===== src/rtl/pw_pkg.sv =====
package pw_pkg;
  localparam int unsigned PW_ADDR_W  = 32;
  localparam int unsigned PW_OFF_W   = 12;
  localparam int unsigned PW_IDX_W   = 10;
  localparam int unsigned PW_PRES_B  = 0;
  localparam int unsigned PW_SIZE_B  = 7;

  typedef enum logic [1:0] {
    ST_IDLE     = 2'd0,
    ST_READ_PDE = 2'd1,
    ST_READ_PTE = 2'd2,
    ST_DONE     = 2'd3
  } pw_state_e;
endpackage


===== src/rtl/pw_addr.sv =====
module pw_addr #(
  parameter int unsigned AW = pw_pkg::PW_ADDR_W,
  parameter int unsigned OW = pw_pkg::PW_OFF_W,
  parameter int unsigned IW = pw_pkg::PW_IDX_W
) (
  input  logic [AW-1:0] vaddr,
  input  logic [AW-1:0] dir_base,
  input  logic [AW-1:0] tbl_base,
  input  logic [AW-1:0] entry,
  output logic [AW-1:0] pde_addr,
  output logic [AW-1:0] pte_addr,
  output logic [AW-1:0] large_pa,
  output logic [AW-1:0] small_pa
);
  localparam int unsigned SHW   = OW - IW;
  localparam int unsigned LOW   = OW + IW;
  localparam int unsigned LFRW  = AW - LOW;

  always_comb begin
    pde_addr = {dir_base[AW-1:OW], vaddr[AW-1 -: IW], {SHW{1'b0}}};
    pte_addr = {tbl_base[AW-1:OW], vaddr[LOW-1 -: IW], {SHW{1'b0}}};
    large_pa = {entry[AW-1 -: LFRW], vaddr[LOW-1:0]};
    small_pa = {entry[AW-1:OW], vaddr[OW-1:0]};
  end
endmodule


===== src/rtl/pw_ctrl.sv =====
module pw_ctrl
  import pw_pkg::*;
(
  input  logic      clk,
  input  logic      rst_n,
  input  logic      req_valid,
  input  logic      rsp_valid,
  input  logic      rsp_present,
  input  logic      rsp_large,
  output pw_state_e state,
  output logic      ld_req,
  output logic      ld_tbl,
  output logic      ld_res,
  output logic      res_fault,
  output logic      res_large
);
  pw_state_e nxt;

  always_comb begin
    nxt       = state;
    ld_req    = 1'b0;
    ld_tbl    = 1'b0;
    ld_res    = 1'b0;
    res_fault = 1'b0;
    res_large = 1'b0;
    case (state)
      ST_IDLE: begin
        if (req_valid) begin
          ld_req = 1'b1;
          nxt    = ST_READ_PDE;
        end
      end
      ST_READ_PDE: begin
        if (rsp_valid) begin
          if (!rsp_present) begin
            ld_res    = 1'b1;
            res_fault = 1'b1;
            nxt       = ST_DONE;
          end else if (rsp_large) begin
            ld_res    = 1'b1;
            res_large = 1'b1;
            nxt       = ST_DONE;
          end else begin
            ld_tbl = 1'b1;
            nxt    = ST_READ_PTE;
          end
        end
      end
      ST_READ_PTE: begin
        if (rsp_valid) begin
          ld_res    = 1'b1;
          res_fault = !rsp_present;
          nxt       = ST_DONE;
        end
      end
      default: nxt = ST_IDLE;
    endcase
  end

  always_ff @(posedge clk or negedge rst_n) begin
    if (!rst_n) state <= ST_IDLE;
    else        state <= nxt;
  end
endmodule


===== src/rtl/page_walker.sv =====
module page_walker
  import pw_pkg::*;
#(
  parameter int unsigned AW     = PW_ADDR_W,
  parameter int unsigned OW     = PW_OFF_W,
  parameter int unsigned IW     = PW_IDX_W,
  parameter int unsigned PRES_B = PW_PRES_B,
  parameter int unsigned SIZE_B = PW_SIZE_B
) (
  input  logic          clk,
  input  logic          rst_n,
  input  logic          req_valid,
  input  logic [AW-1:0] req_vaddr,
  input  logic [AW-1:0] base_addr,
  output logic          req_ready,
  output logic          mem_rd_valid,
  output logic [AW-1:0] mem_rd_addr,
  input  logic          mem_rsp_valid,
  input  logic [AW-1:0] mem_rsp_data,
  output logic          done,
  output logic          fault,
  output logic [AW-1:0] paddr
);
  localparam int unsigned LOW = OW + IW;

  // reset: asserted asynchronously, released on a clock edge
  logic [1:0] rst_sync_q;
  logic       rst_int_n;

  always_ff @(posedge clk or negedge rst_n) begin
    if (!rst_n) rst_sync_q <= 2'b00;
    else        rst_sync_q <= {rst_sync_q[0], 1'b1};
  end
  assign rst_int_n = rst_sync_q[1];

  pw_state_e     state;
  logic          ld_req, ld_tbl, ld_res, res_fault, res_large;
  logic [AW-1:0] va_q, base_q, tbl_q, paddr_q;
  logic          fault_q;
  logic [AW-1:0] pde_addr, pte_addr, large_pa, small_pa, res_pa;

  pw_ctrl u_ctrl (
    .clk        (clk),
    .rst_n      (rst_int_n),
    .req_valid  (req_valid),
    .rsp_valid  (mem_rsp_valid),
    .rsp_present(mem_rsp_data[PRES_B]),
    .rsp_large  (mem_rsp_data[SIZE_B]),
    .state      (state),
    .ld_req     (ld_req),
    .ld_tbl     (ld_tbl),
    .ld_res     (ld_res),
    .res_fault  (res_fault),
    .res_large  (res_large)
  );

  pw_addr #(.AW(AW), .OW(OW), .IW(IW)) u_addr (
    .vaddr   (va_q),
    .dir_base(base_q),
    .tbl_base(tbl_q),
    .entry   (mem_rsp_data),
    .pde_addr(pde_addr),
    .pte_addr(pte_addr),
    .large_pa(large_pa),
    .small_pa(small_pa)
  );

  always_comb begin
    if (res_fault)      res_pa = '0;
    else if (res_large) res_pa = large_pa;
    else                res_pa = small_pa;
  end

  // request capture, enabled on acceptance
  always_ff @(posedge clk or negedge rst_int_n) begin
    if (!rst_int_n) begin
      va_q   <= '0;
      base_q <= '0;
    end else if (ld_req) begin
      va_q   <= req_vaddr;
      base_q <= base_addr;
    end
  end

  // page-table base, enabled on a small-page directory entry
  always_ff @(posedge clk or negedge rst_int_n) begin
    if (!rst_int_n)  tbl_q <= '0;
    else if (ld_tbl) tbl_q <= mem_rsp_data;
  end

  // result, enabled on the final response
  always_ff @(posedge clk or negedge rst_int_n) begin
    if (!rst_int_n) begin
      paddr_q <= '0;
      fault_q <= 1'b0;
    end else if (ld_res) begin
      paddr_q <= res_pa;
      fault_q <= res_fault;
    end
  end

  assign req_ready    = (state == ST_IDLE);
  assign mem_rd_valid = (state == ST_READ_PDE) || (state == ST_READ_PTE);
  assign mem_rd_addr  = (state == ST_READ_PTE) ? pte_addr : pde_addr;
  assign done         = (state == ST_DONE);
  assign fault        = fault_q;
  assign paddr        = paddr_q;

  AST_READ_HELD: assert property (@(posedge clk) disable iff (!rst_int_n)
    (mem_rd_valid && !mem_rsp_valid) |=> (mem_rd_valid && $stable(mem_rd_addr)));

  AST_FAULT_NO_ADDR: assert property (@(posedge clk) disable iff (!rst_int_n)
    (done && fault) |-> (paddr == '0));

  AST_LARGE_OFFSET: assert property (@(posedge clk) disable iff (!rst_int_n)
    ((state == ST_READ_PDE) && mem_rsp_valid && mem_rsp_data[PRES_B] && mem_rsp_data[SIZE_B])
    |=> (done && !fault && (paddr[LOW-1:0] == va_q[LOW-1:0])));

  AST_SMALL_OFFSET: assert property (@(posedge clk) disable iff (!rst_int_n)
    ((state == ST_READ_PTE) && mem_rsp_valid && mem_rsp_data[PRES_B])
    |=> (done && !fault && (paddr[OW-1:0] == va_q[OW-1:0])));

  AST_DONE_PULSE: assert property (@(posedge clk) disable iff (!rst_int_n)
    done |=> (!done && req_ready));

  AST_DONE_NO_READ: assert property (@(posedge clk) disable iff (!rst_int_n)
    done |-> !mem_rd_valid);

  AST_IDLE_NO_READ: assert property (@(posedge clk) disable iff (!rst_int_n)
    (req_ready && !req_valid) |=> (req_ready && !mem_rd_valid));
endmodule


===== config.mk =====
export PLATFORM = sky130hd
export DESIGN_NAME = page_walker
export DESIGN_NICKNAME = d
export VERILOG_FILES = /design/src/rtl/pw_pkg.sv /design/src/rtl/pw_addr.sv /design/src/rtl/pw_ctrl.sv /design/src/rtl/page_walker.sv
export SDC_FILE = /design/constraint.sdc
export NUM_CORES = 1
export LEC_CHECK = 0
export CAP_MARGIN = 20
export CORE_MARGIN = 3
export CORE_UTILIZATION = 30
export CTS_CLUSTER_DIAMETER = 60
export DETAILED_ROUTE_END_ITERATION = 16
export DONT_BUFFER_PORTS = 1
export PLACE_DENSITY = 0.48
export REMOVE_ABC_BUFFERS = 1
export SLEW_MARGIN = 30
export SYNTH_ARGS = -nofsm -noshare
export SYNTH_HDL_FRONTEND = slang
export SYNTH_SLANG_ARGS = --single-unit

===== constraint.sdc =====
create_clock -name clk -period 5.88 [get_ports clk]
set_input_delay 0.882 -clock clk [delete_from_list [all_inputs] [get_ports clk]]
set_output_delay 0.882 -clock clk [all_outputs]
set_load 0.05 [all_outputs]

# Yosys cells after proc, flatten, opt, wreduce, memory -nomap -nowiden
# Index checks and enable logic that the tools add are counted.
# totals
regBits,133
in_bits,100
output_inout_bits,68
# classes
n_eq_ne,6
mux,27
reduce_logical,4
# op_table
operator,n
$mux 32,2
$mux 22,1
$mux 1,17
$mux 2,4
$ne 2x2->1 const B,3
$pmux 2 s3,1
$eq 2x2->1 const B,2
$pmux 1 s2,2
$reduce_and 3->1,1
$eq 2x1->1 const B,1
$logic_not 2->1,1
$logic_not 1->1,1
$logic_or 1x1->1,1

# Longest topological paths before layout
# logic_depth
word_depth,6
ltp_mapped,7
ltp_nobuf,6

# Cells and area by module
# A second synthesis with hierarchy kept.
# unflattened
cells_unflattened,545
hier_area_um2,7171.9
# modules_own_cells
module,instances,cells_each,area_each_um2,seq_area_each_um2
page_walker,1,389,5974.5,3278.1
pw_addr,1,129,964.7,0.0
pw_ctrl,1,27,232.7,50.0

# Worst setup path before layout
# Ideal clock, no wire load.
# synth_timing
kind,register to output
startpoint,register u_ctrl.state[0]
endpoint,output port mem_rd_addr[10]
t_arrival_ns,1.547
t_required_ns,4.998
path_slack_ns,3.451
stages_incl_launch_ff,5
path_buffers,1
cell_sequence,dfrtp_1 > inv_1 > ha_1 > buf_1 > mux2_2
# synth_via
elab_chain_len,2
# synth_rtl
item,line,rtl
start: declaration,pw_ctrl.sv:10,"output pw_state_e state,"
start signal: assignment,pw_ctrl.sv:62,else state <= nxt;
$eq 2x2->1,page_walker.sv:104,assign mem_rd_addr = (state == ST_READ_PTE) ? pte_addr : pde_addr;
$mux 32,page_walker.sv:104,
end: declaration,page_walker.sv:17,"output logic [AW-1:0] mem_rd_addr,"
# No other way between the ends.

# Final worst setup path
# layout_timing
startpoint,register u_ctrl.state[0]
endpoint,output port mem_rd_addr[13]
# Same word-level chain as after synthesis.

==> run_results.csv <==
group,metric,value,unit
worst_setup_path,crit_type,"register to output port",
global_route,grt_usage,12.6,%
synth,synth_compound_area_share,2.75,%
cells_and_area,antennaDiodeCount,0,
timing,hold_viol,0,
cts,cts_setup_buffers,0,
synth,synth_top_area_share,57.1,%
synth,ys_top_cells_by_count,"dfrtp_1 (109), mux2_2 (104), mux2i_1 (32), inv_1 (25), nand2_1 (24)",
synth,syn_area_per_cell,13.9,um^2
worst_setup_path,startpoint_type,"register",
synth,ys.flop_type,"dfrtp_1",
synth,synth_simple_gate_area_share,2.57,%
cts,clk_latency,350,ps
floorplan,initial_utilization,31.1,%
detailed_routing,antenna_left,0,
synth,synth_top_family_by_area,"multiplexers",
cts,numCtsBuffers,9,
detailed_routing,drc,0,
floorplan,io_pins,168,
synth,ys_async_sr_fraction,100,%
cts,post_cts_resized,0,
timing,rsz0062_at_grt,"false",
synth,synthXorXnorAreaFrac,0,%
cts,root_buffer,"clkbuf_16",
detailed_routing,viasPerCell,4.73,
synth,yosysWarnings,0,
global_route,overflow,0,
timing,clock_skew,9.69,ps
place,place.port_buffers,0,
timing,min_period,3170,ps
global_route,grt_pass1_vias,2907,
detailed_routing,routed_wl,10500,um
global_route,grt_first_pass_wirelength,16900,um
worst_setup_path,crit_path_max_fanout,31,
cells_and_area,drive_gt1_share,36.8,%
outcome,status,"complete, no violations",
cells_and_area,nets,447,
detailed_routing,vias,2628,
floorplan,die_h,132,um
place,gp_congestion,0.697,
cts,cts.clk_slew.worst_paths,70,ps
worst_setup_path,arrival,2290,ps
timing,finalMaxSlewViolations,0,
cts,cts_tree,"yes",
synth,synth_cells,344,
timing,setup_viol,0,
floorplan,rows,45,
floorplan,fp.dieArea,17500,um^2
synth,synth.top_cells.by_area,"dfrtp_1 (57%), mux2_2 (25%), mux2i_1 (6.7%), inv_1 (2.0%), nand2_1 (1.9%)",
cells_and_area,syn_to_final_growth,11.2,%
synth,yosysSeqAreaShare,57.1,%
timing,slew_headroom,39.9,%
detailed_routing,drt_iter0_drc,35,
synth,synthesis.area,4770,um^2
min_path,hold_class,"primary input to asynchronous set/reset pin",
detailed_routing,first_pass_iters,3,
synth,synth-adder-area-share,1.57,%
worst_setup_path,end_kind,"output port",
global_route,grt_antenna_before_repair,0,
synth,synth_mux_area_share,31.2,%
place,hpwl,7220,um
timing,tightest_slew,902,ps
synth,synth_most_common_cell,"dfrtp_1",
worst_setup_path,worstPathRequired,5000,ps
cts,h-tree-depth,3,
cts,cts_buffer_depth,2,
timing,post-route-period-util,53.9,%
detailed_routing,wire_per_inst,18.8,um
cts,clock_sinks,109,
synth,synth-edff-count,0,
timing,setup_tns,0,ps
synth,ys_ff_latch,109,
run,drv_cap,0,
synth,synth_top_area_cell,"dfrtp_1",
cts,holdBufCountCts,0,
synth,yosys.cell_types.count,25,
timing,max_freq,0.315,GHz
global_route,grt_max_degree,58,
floorplan,core,15400,um^2
floorplan,die_w,132,um
==> final timing paths <==
path,from,to,cells past startpoint,slack [ps]
hold / removal,rst_n,rst_sync_q[1]$_DFF_PN0_,0,220
max in group asynchronous,rst_sync_q[1]$_DFF_PN0_,va_q[16]$_DFFE_PN0P_,1,4280
setup / recovery,u_ctrl.state[0]$_DFFE_PN0P_,mem_rd_addr[13],3,2710
min in group clk,rst_sync_q[0]$_DFF_PN0_,rst_sync_q[1]$_DFF_PN0_,0,340
hold reg to reg,rst_sync_q[0]$_DFF_PN0_,rst_sync_q[1]$_DFF_PN0_,0,340
setup reg to reg,u_ctrl.state[0]$_DFFE_PN0P_,va_q[16]$_DFFE_PN0P_,5,3350
==> critical path, cell delays in order, from the launching register on <==
cell and delay (ps):
dfrtp_1 440, inv_1 130, ha_2 790, mux2_2 550
==> registers in the layout, summed over array words and instances, names as in the netlist <==
register and cells:
tbl_q 20, u_ctrl.state 2, paddr 32, rst_sync_q 2, base_q 20, va_q 32
fault 1
==> layout by cell type (no fill, tap or decap), drive strengths merged <==
cell and instances:
dfrtp 109, mux2 104, mux2i 32, inv 26, nand2 24, clkbuf 11
o2bb2ai 10, ha 6, buf 5, conb 3, bufinv 3, nand4b 2
o21a 1, o211a 1, o211ai 1, a21oi 1, nand4 1, nor2 1
o22ai 1, nor3 1, o31ai 1, clkinvlp 1
==> cell type report <==
| cell class | instances | area [um^2] |
|---|---|---|
| inverters | 26 | 97.6 |
| repair buffers | 5 | 37.5 |
| flip-flops and latches | 109 | 2730 |
| clock buffers | 11 | 243 |
| fillers | 1525 | 10100 |
| well taps | 211 | 264 |
| clock inverters | 4 | 97.6 |
| multi-input cells | 190 | 1840 |
==> logic make-up (layout without fill, tap and decap cells) <==
group	after synthesis	in the layout
DFF	109	109
other	2	3
buffers and inverters	46	46
adders and majority gates	6	6
AOI/OAI and AO/OA	16	16
muxes	136	136
and+or+nand+nor	29	29
==> through the flow <==
stage | std cells | worst slack [ps] | instance area, um^2 | util (%) | hold slack [ps]
floorplan | 325 | 2620 | 4660 | - | 331
global placement | 541 | 3090 | 4970 | 32.3 | 335
detailed placement | 541 | 3040 | 4970 | 32.3 | 336
CTS | 556 | 2640 | 5310 | 34.5 | 192
global route | 556 | 2580 | 5310 | 34.5 | 183
finish | 556 | 2710 | 5310 | 34.5 | 216
==> per-layer routing <==
layer,track usage [%],wire (um),part of all wire [%]
met1,15.2,4410,42
met2,18.6,4620,44
met3,8.02,1310,12
met4,3.56,129,1.2
met5,0,0,0
Power is not shown: default switching activity piles up to over one toggle a cycle in this logic, so the estimate is an artifact.
